File: config.mk
export PLATFORM = sky130hd
export DESIGN_NAME = camStepEngine
export DESIGN_NICKNAME = d
export VERILOG_FILES = /design/src/rtl/camStepPkg.sv /design/src/rtl/camStepDecode.sv /design/src/rtl/camFeistelF.sv /design/src/rtl/camStepDatapath.sv /design/src/rtl/camStepEngine.sv
export SDC_FILE = /design/constraint.sdc
export NUM_CORES = 2
export LEC_CHECK = 0
export BUFFER_PORTS_ARGS = -buffer_cell sky130_fd_sc_hd__buf_2
export CAP_MARGIN = 20
export CELL_PAD_IN_SITES_DETAIL_PLACEMENT = 0
export CELL_PAD_IN_SITES_GLOBAL_PLACEMENT = 1
export CORE_UTILIZATION = 45
export DETAILED_ROUTE_END_ITERATION = 10
export PLACE_DENSITY_LB_ADDON = 0.1
export SLEW_MARGIN = 15
export SYNTH_ARGS = -nofsm -noshare
export SYNTH_HDL_FRONTEND = slang
export SYNTH_SLANG_ARGS = --single-unit
File: constraint.sdc
create_clock -name clk -period 4.9 [get_ports clk]
set_input_delay 0.49 -clock clk [delete_from_list [all_inputs] [get_ports clk]]
set_output_delay 0.49 -clock clk [all_outputs]
set_load 0.02 [all_outputs]
File: src/rtl/camStepPkg.sv
package camStepPkg;

  localparam int WORD_W = 64;
  localparam int HALF_W = WORD_W / 2;
  localparam int BYTE_N = WORD_W / 8;

  typedef struct packed {
    logic doRound;
    logic doFl;
    logic doFlInv;
    logic load0;
    logic load1;
  } camStrobe_t;

  typedef enum logic [1:0] { SB_ONE = 2'd0, SB_TWO = 2'd1, SB_THREE = 2'd2, SB_FOUR = 2'd3 } sboxKind_e;

  // Substitution table split in four quarters indexed by the low six bits.
  localparam logic [7:0] S1_Q0 [64] = '{
    8'd112, 8'd130, 8'd44,  8'd236, 8'd179, 8'd39,  8'd192, 8'd229,
    8'd228, 8'd133, 8'd87,  8'd53,  8'd234, 8'd12,  8'd174, 8'd65,
    8'd35,  8'd239, 8'd107, 8'd147, 8'd69,  8'd25,  8'd165, 8'd33,
    8'd237, 8'd14,  8'd79,  8'd78,  8'd29,  8'd101, 8'd146, 8'd189,
    8'd134, 8'd184, 8'd175, 8'd143, 8'd124, 8'd235, 8'd31,  8'd206,
    8'd62,  8'd48,  8'd220, 8'd95,  8'd94,  8'd197, 8'd11,  8'd26,
    8'd166, 8'd225, 8'd57,  8'd202, 8'd213, 8'd71,  8'd93,  8'd61,
    8'd217, 8'd1,   8'd90,  8'd214, 8'd81,  8'd86,  8'd108, 8'd77
  };
  localparam logic [7:0] S1_Q1 [64] = '{
    8'd139, 8'd13,  8'd154, 8'd102, 8'd251, 8'd204, 8'd176, 8'd45,
    8'd116, 8'd18,  8'd43,  8'd32,  8'd240, 8'd177, 8'd132, 8'd153,
    8'd223, 8'd76,  8'd203, 8'd194, 8'd52,  8'd126, 8'd118, 8'd5,
    8'd109, 8'd183, 8'd169, 8'd49,  8'd209, 8'd23,  8'd4,   8'd215,
    8'd20,  8'd88,  8'd58,  8'd97,  8'd222, 8'd27,  8'd17,  8'd28,
    8'd50,  8'd15,  8'd156, 8'd22,  8'd83,  8'd24,  8'd242, 8'd34,
    8'd254, 8'd68,  8'd207, 8'd178, 8'd195, 8'd181, 8'd122, 8'd145,
    8'd36,  8'd8,   8'd232, 8'd168, 8'd96,  8'd252, 8'd105, 8'd80
  };
  localparam logic [7:0] S1_Q2 [64] = '{
    8'd170, 8'd208, 8'd160, 8'd125, 8'd161, 8'd137, 8'd98,  8'd151,
    8'd84,  8'd91,  8'd30,  8'd149, 8'd224, 8'd255, 8'd100, 8'd210,
    8'd16,  8'd196, 8'd0,   8'd72,  8'd163, 8'd247, 8'd117, 8'd219,
    8'd138, 8'd3,   8'd230, 8'd218, 8'd9,   8'd63,  8'd221, 8'd148,
    8'd135, 8'd92,  8'd131, 8'd2,   8'd205, 8'd74,  8'd144, 8'd51,
    8'd115, 8'd103, 8'd246, 8'd243, 8'd157, 8'd127, 8'd191, 8'd226,
    8'd82,  8'd155, 8'd216, 8'd38,  8'd200, 8'd55,  8'd198, 8'd59,
    8'd129, 8'd150, 8'd111, 8'd75,  8'd19,  8'd190, 8'd99,  8'd46
  };
  localparam logic [7:0] S1_Q3 [64] = '{
    8'd233, 8'd121, 8'd167, 8'd140, 8'd159, 8'd110, 8'd188, 8'd142,
    8'd41,  8'd245, 8'd249, 8'd182, 8'd47,  8'd253, 8'd180, 8'd89,
    8'd120, 8'd152, 8'd6,   8'd106, 8'd231, 8'd70,  8'd113, 8'd186,
    8'd212, 8'd37,  8'd171, 8'd66,  8'd136, 8'd162, 8'd141, 8'd250,
    8'd114, 8'd7,   8'd185, 8'd85,  8'd248, 8'd238, 8'd172, 8'd10,
    8'd54,  8'd73,  8'd42,  8'd104, 8'd60,  8'd56,  8'd241, 8'd164,
    8'd64,  8'd40,  8'd211, 8'd123, 8'd187, 8'd201, 8'd67,  8'd193,
    8'd21,  8'd227, 8'd173, 8'd244, 8'd119, 8'd199, 8'd128, 8'd158
  };

  function automatic logic [7:0] baseSbox(input logic [7:0] x);
    logic [7:0] r;
    case (x[7:6])
      2'd0:    r = S1_Q0[x[5:0]];
      2'd1:    r = S1_Q1[x[5:0]];
      2'd2:    r = S1_Q2[x[5:0]];
      default: r = S1_Q3[x[5:0]];
    endcase
    return r;
  endfunction

  function automatic logic [7:0] variantSbox(input sboxKind_e kind, input logic [7:0] x);
    logic [7:0] s;
    logic [7:0] r;
    s = baseSbox(x);
    case (kind)
      SB_TWO:   r = {s[6:0], s[7]};
      SB_THREE: r = {s[0], s[7:1]};
      SB_FOUR:  r = baseSbox({x[6:0], x[7]});
      default:  r = s;
    endcase
    return r;
  endfunction

  function automatic logic [HALF_W-1:0] rotl1Half(input logic [HALF_W-1:0] v);
    return {v[HALF_W-2:0], v[HALF_W-1]};
  endfunction

  function automatic logic [WORD_W-1:0] flForward(input logic [WORD_W-1:0] d, input logic [WORD_W-1:0] k);
    logic [HALF_W-1:0] hi, lo;
    hi = d[WORD_W-1:HALF_W];
    lo = d[HALF_W-1:0];
    lo = lo ^ rotl1Half(hi & k[WORD_W-1:HALF_W]);
    hi = hi ^ (lo | k[HALF_W-1:0]);
    return {hi, lo};
  endfunction

  function automatic logic [WORD_W-1:0] flInverse(input logic [WORD_W-1:0] d, input logic [WORD_W-1:0] k);
    logic [HALF_W-1:0] hi, lo;
    hi = d[WORD_W-1:HALF_W];
    lo = d[HALF_W-1:0];
    hi = hi ^ (lo | k[HALF_W-1:0]);
    lo = lo ^ rotl1Half(hi & k[WORD_W-1:HALF_W]);
    return {hi, lo};
  endfunction

endpackage

File: src/rtl/camStepDecode.sv
module camStepDecode
  import camStepPkg::*;
#(
  parameter int SEL_W = 16,
  parameter logic [SEL_W-1:0] SEL_LOAD0 = 16'h0100,
  parameter logic [SEL_W-1:0] SEL_LOAD1 = 16'h0101,
  parameter logic [SEL_W-1:0] SEL_FL    = 16'h0115,
  parameter logic [SEL_W-1:0] SEL_FLINV = 16'h0116,
  parameter logic [SEL_W-1:0] SEL_ROUND = 16'h3114
) (
  input  logic             clk,
  input  logic             rstN,
  input  logic             wrValid,
  input  logic [SEL_W-1:0] wrSel,
  output camStrobe_t       strobe
);

  always_comb begin
    strobe = '0;
    if (wrValid) begin
      unique case (wrSel)
        SEL_ROUND: strobe.doRound = 1'b1;
        SEL_FL:    strobe.doFl    = 1'b1;
        SEL_FLINV: strobe.doFlInv = 1'b1;
        SEL_LOAD0: strobe.load0   = 1'b1;
        SEL_LOAD1: strobe.load1   = 1'b1;
        default:   strobe = '0;
      endcase
    end
  end

  // at most one operation is ever requested, and none without valid
  a_r8_single_strobe: assert property (@(posedge clk) disable iff (!rstN)
    $onehot0({strobe.doRound, strobe.doFl, strobe.doFlInv, strobe.load0, strobe.load1}));
  a_r8_no_valid_no_op: assert property (@(posedge clk) disable iff (!rstN)
    !wrValid |-> (strobe == '0));

endmodule

File: src/rtl/camFeistelF.sv
module camFeistelF
  import camStepPkg::*;
(
  input  logic [WORD_W-1:0] dataIn,
  input  logic [WORD_W-1:0] subKey,
  output logic [WORD_W-1:0] fOut
);

  localparam sboxKind_e KIND_ORDER [BYTE_N] = '{SB_ONE, SB_TWO, SB_THREE, SB_FOUR,
                                                SB_TWO, SB_THREE, SB_FOUR, SB_ONE};

  logic [WORD_W-1:0] keyed;
  logic [7:0] tByte [BYTE_N];
  logic [7:0] yByte [BYTE_N];

  assign keyed = dataIn ^ subKey;

  // tByte[0] takes the most significant byte
  for (genvar i = 0; i < BYTE_N; i++) begin : gSbox
    assign tByte[i] = variantSbox(KIND_ORDER[i], keyed[WORD_W-1-8*i -: 8]);
  end

  always_comb begin
    yByte[0] = tByte[0] ^ tByte[2] ^ tByte[3] ^ tByte[5] ^ tByte[6] ^ tByte[7];
    yByte[1] = tByte[0] ^ tByte[1] ^ tByte[3] ^ tByte[4] ^ tByte[6] ^ tByte[7];
    yByte[2] = tByte[0] ^ tByte[1] ^ tByte[2] ^ tByte[4] ^ tByte[5] ^ tByte[7];
    yByte[3] = tByte[1] ^ tByte[2] ^ tByte[3] ^ tByte[4] ^ tByte[5] ^ tByte[6];
    yByte[4] = tByte[0] ^ tByte[1] ^ tByte[5] ^ tByte[6] ^ tByte[7];
    yByte[5] = tByte[1] ^ tByte[2] ^ tByte[4] ^ tByte[6] ^ tByte[7];
    yByte[6] = tByte[2] ^ tByte[3] ^ tByte[4] ^ tByte[5] ^ tByte[7];
    yByte[7] = tByte[0] ^ tByte[3] ^ tByte[4] ^ tByte[5] ^ tByte[6];
  end

  for (genvar j = 0; j < BYTE_N; j++) begin : gPack
    assign fOut[WORD_W-1-8*j -: 8] = yByte[j];
  end

endmodule

File: src/rtl/camStepDatapath.sv
module camStepDatapath
  import camStepPkg::*;
(
  input  logic              clk,
  input  logic              rstN,
  input  camStrobe_t        strobe,
  input  logic [WORD_W-1:0] operand,
  input  logic              rdSel,
  output logic [WORD_W-1:0] rdData
);

  logic [WORD_W-1:0] leftQ, rightQ;
  logic [WORD_W-1:0] fValue;
  logic [WORD_W-1:0] flValue, flInvValue;

  camFeistelF uFeistel (
    .dataIn (leftQ),
    .subKey (operand),
    .fOut   (fValue)
  );

  assign flValue    = flForward(leftQ, operand);
  assign flInvValue = flInverse(rightQ, operand);

  always_ff @(posedge clk or negedge rstN) begin
    if (!rstN) begin
      leftQ  <= '0;
      rightQ <= '0;
    end else begin
      if (strobe.doRound) begin
        leftQ  <= rightQ ^ fValue;
        rightQ <= leftQ;
      end
      if (strobe.doFl)    leftQ  <= flValue;
      if (strobe.doFlInv) rightQ <= flInvValue;
      if (strobe.load0)   leftQ  <= operand;
      if (strobe.load1)   rightQ <= operand;
    end
  end

  assign rdData = rdSel ? rightQ : leftQ;

  // the round moves the old left word into the right word
  a_r3_round_swap: assert property (@(posedge clk) disable iff (!rstN)
    strobe.doRound |=> rightQ == $past(leftQ));
  // forward FL touches only the left word
  a_r6_fl_keeps_right: assert property (@(posedge clk) disable iff (!rstN)
    strobe.doFl |=> rightQ == $past(rightQ));
  // inverse FL touches only the right word
  a_r7_flinv_keeps_left: assert property (@(posedge clk) disable iff (!rstN)
    strobe.doFlInv |=> leftQ == $past(leftQ));
  // direct loads land in the named word
  a_r2_load_left: assert property (@(posedge clk) disable iff (!rstN)
    strobe.load0 |=> leftQ == $past(operand));
  a_r2_load_right: assert property (@(posedge clk) disable iff (!rstN)
    strobe.load1 |=> rightQ == $past(operand));
  // an idle cycle holds the state
  a_r8_idle_hold: assert property (@(posedge clk) disable iff (!rstN)
    (strobe == '0) |=> ($stable(leftQ) && $stable(rightQ)));

endmodule

File: src/rtl/camStepEngine.sv
module camStepEngine
  import camStepPkg::*;
#(
  parameter int SEL_W = 16
) (
  input  logic              clk,
  input  logic              rstN,
  input  logic              wrValid,
  input  logic [SEL_W-1:0]  wrSel,
  input  logic [WORD_W-1:0] wrData,
  input  logic              rdSel,
  output logic [WORD_W-1:0] rdData
);

  camStrobe_t strobe;

  camStepDecode #(.SEL_W(SEL_W)) uDecode (
    .clk     (clk),
    .rstN    (rstN),
    .wrValid (wrValid),
    .wrSel   (wrSel),
    .strobe  (strobe)
  );

  camStepDatapath uDatapath (
    .clk     (clk),
    .rstN    (rstN),
    .strobe  (strobe),
    .operand (wrData),
    .rdSel   (rdSel),
    .rdData  (rdData)
  );

endmodule

==> key figures <==
Outcome
  • Outcome: finished clean

Global route
  • Largest net degree at the start of global routing: 125
  • First-pass GRT wire length: 325000 µm
  • Initial antenna violation count: 26
  • Global Route Usage Sum: 0.489
  • GRT overflow: 0
  • Vias in the first global route: 47640

Clock tree
  • CTS tree: yes
  • Clock transition at path regs: 0.07 ns
  • Clk_lat worst skew: 0.46 ns
  • Post-CTS setup buffer count: 0
  • Clk buf depth: 2
  • Clock sink count: 128
  • H-tree Lvls: 4
  • CTS Buf Count: 17
  • CTS Root Cell: clkbuf_16

Synth
  • Mean Syn Cell Area: 6.65 µm²
  • Synthesized Nets: 6056
  • Post-synth top area share: 0.0824
  • Main synth FF type: dfrtp_1
  • Sequential element share of the synthesized area: 0.0824
  • Number of synthesized register bits: 128
  • Post-Synthesis Cell Area: 38900 µm²
  • Post-synth EDFFs: 0
  • Top post-synthesis cells by area: dfrtp_1 8.2%, a21oi_1 6.4%, o21ai_0 6.4%
  • Area leader, netlist: dfrtp_1
  • Netlist cell types: 117
  • Synth warn: 0
  • Synth Instances: 5843
  • Asr flop ratio synth: 1.00

Cells and area
  • Fillers: 8713
  • Layout area overhead: 11.4%
  • Final core occ: 0.507
  • Multi-input logic area: 32800 µm²
  • Commonest non-fill, non-tap cell in the layout: nand2_1
  • Fin nets: 6042
  • Sequential cell area: 3200 µm²
  • Layout cells sized above 1: 0.163
  • Commonest non-fill, non-tap cells in the layout: 567 x nand2_1, 534 x nor2_1, 499 x a21oi_1, 496 x o21ai_0, 469 x buf_4

Worst setup path
  • Slowest stage delay, CP: 0.63 ns
  • Critical path capture point type: flop
  • R2R Path Start: uDatapath.leftQ[0]
  • Crit Path Class: reg -> reg
  • Crit path launch type: flop
  • CP arrival: 5.16 ns
  • Worst EP required: 5.25 ns
  • Crit path launch: uDatapath.leftQ[0]
  • CP endpoint: uDatapath.leftQ[59]
  • Worst-path cell chain: xor2_2 -> inv_1 -> ha_1 -> or2_2 -> nand2_1 -> a21oi_1 -> a2111oi_1 -> nor4_1 -> a211o_1 -> xor2_1 -> xor2_2 -> xnor2_1 -> buf_4 -> o21ai_1 -> nand2_1
  • CP max FO: 7
  • Worst reg2reg setup slack: 0.09 ns
  • CP max-delay cell: a2111oi_1
  • R2R Path End: uDatapath.leftQ[59]
  • R2R cell count: 15

Floorplanning
  • Die Wd: 296 µm
  • Die Y-Extent: 296 µm
  • Die ar.: 87500 µm²
  • Top-level I/O count: 148
  • Row cnt: 107
  • Core Box Area: 85400 µm²
  • Initial Utilization: 0.455

STA
  • Worst Skew: 0.0167 ns
  • Fmax: 208 MHz
  • Worst-Margin Slew: 1.24 ns
  • Slew Viols, Final: 0
  • Worst slew margin: 0.169
  • RSZ-0062 raised after global routing: no
  • Period utilization: 0.982
  • Final-report hold violation count: 0
  • Setup ws final: 0.0882 ns
  • # setup viols final: 0
  • Tmin final: 4.81 ns

Detailed routing
  • ANT nets after route: 0
  • DRT iter0 DRCs: 10218
  • Drt first pass iters: 8
  • Wirelength, routed: 223000 µm
  • Residual DRC: 0
  • Routed vias: 53352
  • Routed wire length per instance: 31.9 µm
  • Post-DR vias/cell: 7.62

Worst hold path
  • Min-delay worst type: in -> reg
  • Critical hold path startpoint: wrData[45]

Power
  • Leakage: 16.8 nW
  • Power density over the cells: 178 nW/µm²
  • Maximum vdd drop: 232 µV

Placed design
  • Routability cong.: 1.10
  • Port Buffers: 147
  • Pre-CTS setup slack: 0.00540 ns
  • Dpl hpwl: 161000 µm

Flow run
  • Max-Cap Viols: 0
## worst min-delay path by stage
stage                                       to  slack [ns]  cells past startpoint
final                     uDatapath.rightQ[45]        0.29                      2
after global placement    uDatapath.rightQ[14]        0.44                      1
after detailed placement  uDatapath.rightQ[14]        0.44                      1
after global routing      uDatapath.rightQ[45]        0.29                      2
after floorplan             uDatapath.leftQ[0]        0.19                      0
after CTS                 uDatapath.rightQ[32]        0.28                      2
## layer usage
layer  share of wire  GRT usage
met3            0.15      0.164
met4           0.078      0.286
met2            0.40      0.695
met5         0.00036          0
met1            0.37      0.636
## report_power, final
group | switching, mW | internal [mW] | total (mW)
clock | 0.591 | 0.755 | 1.35
combinational | 3.31 | 1.98 | 5.29
sequential | 0.00308 | 1.06 | 1.06
## synth_stat cells, types with 36 or more instances
cell and number:
a31oi_1 127, mux2_2 62, nand2b_1 82, and2_1 39
inv_1 68, nor2b_1 90, o211ai_1 183, ha_1 129
o221ai_1 53, nand3_1 201, nand2_1 568, a221oi_1 69
a211o_1 36, o31ai_1 56, a21o_1 41, nor2_1 537
dfrtp_1 128, a311oi_1 89, nor3_1 209, buf_1 58
a21oi_1 499, mux2i_1 43, xnor2_1 211, xor2_1 107
o21ai_0 496, o22ai_1 100, or3_1 67, o311ai_0 78
buf_2 179, clkbuf_1 396, mux4_2 49, a211oi_1 114
## cell families (layout without fill, tap and decap cells)
logic type,after synthesis,count (layout),share of synthesized area
xor+xnor,349,349,0.0868
other cells,0,17,0
simple gates,1981,1981,0.239
compound gates,2333,2333,0.405
buf+inv,766,765,0.0861
mux,156,156,0.0588
flops,128,128,0.0824
fa+ha+maj,130,130,0.0418
## final cells by class
cell class / count / share of cell area
flip-flops and latches: 128 / 0.0739
multi-input cells: 4949 / 0.758
clock inverters: 14 / 0.00370
diodes: 17 / 0.000982
clock buffers: 18 / 0.00991
repair buffers: 648 / 0.113
well taps: 1144 / 0.0330
inverters: 85 / 0.00742
## state kept, by name, indices dropped and copies added (netlist names)
signal / count
uDatapath.rightQ: 64
uDatapath.leftQ: 64
## critical path: cells and delay by family, from the launching register on
family	cells	cell delay [ns]
buffers and inverters	2	0.45
adder cells (fa/ha/maj)	1	0.33
AO/OA/AOI/OAI	4	1.29
AND/OR/NAND/NOR	4	0.65
flip-flops	1	0.62
XOR/XNOR	4	1.37
## what timing repair did
action,4_1_cts,5_1_grt
endpoints found under the hold margin,39,0
setup endpoints to repair,0,8
gates resized for setup,0,6
hold buffers,1,0
## per-stage QoR
| stage | hold slack (ns) | TNS, ns | area, µm² | instances | total power [mW] |
|---|---|---|---|---|---|
| after global routing | 0.289 | 0 | 43300 | 6999 | 7.92 |
| after global placement | 0.438 | -0.0188 | 42600 | 6951 | 6.13 |
| final | 0.290 | 0 | 43300 | 7003 | 7.70 |
| after CTS | 0.283 | 0 | 43200 | 6984 | 7.42 |
| after detailed placement | 0.437 | 0 | 42600 | 6951 | 6.08 |
| after floorplan | 0.194 | 0 | 38900 | 5843 | 4.24 |
Power figures use the tool's default switching activity.
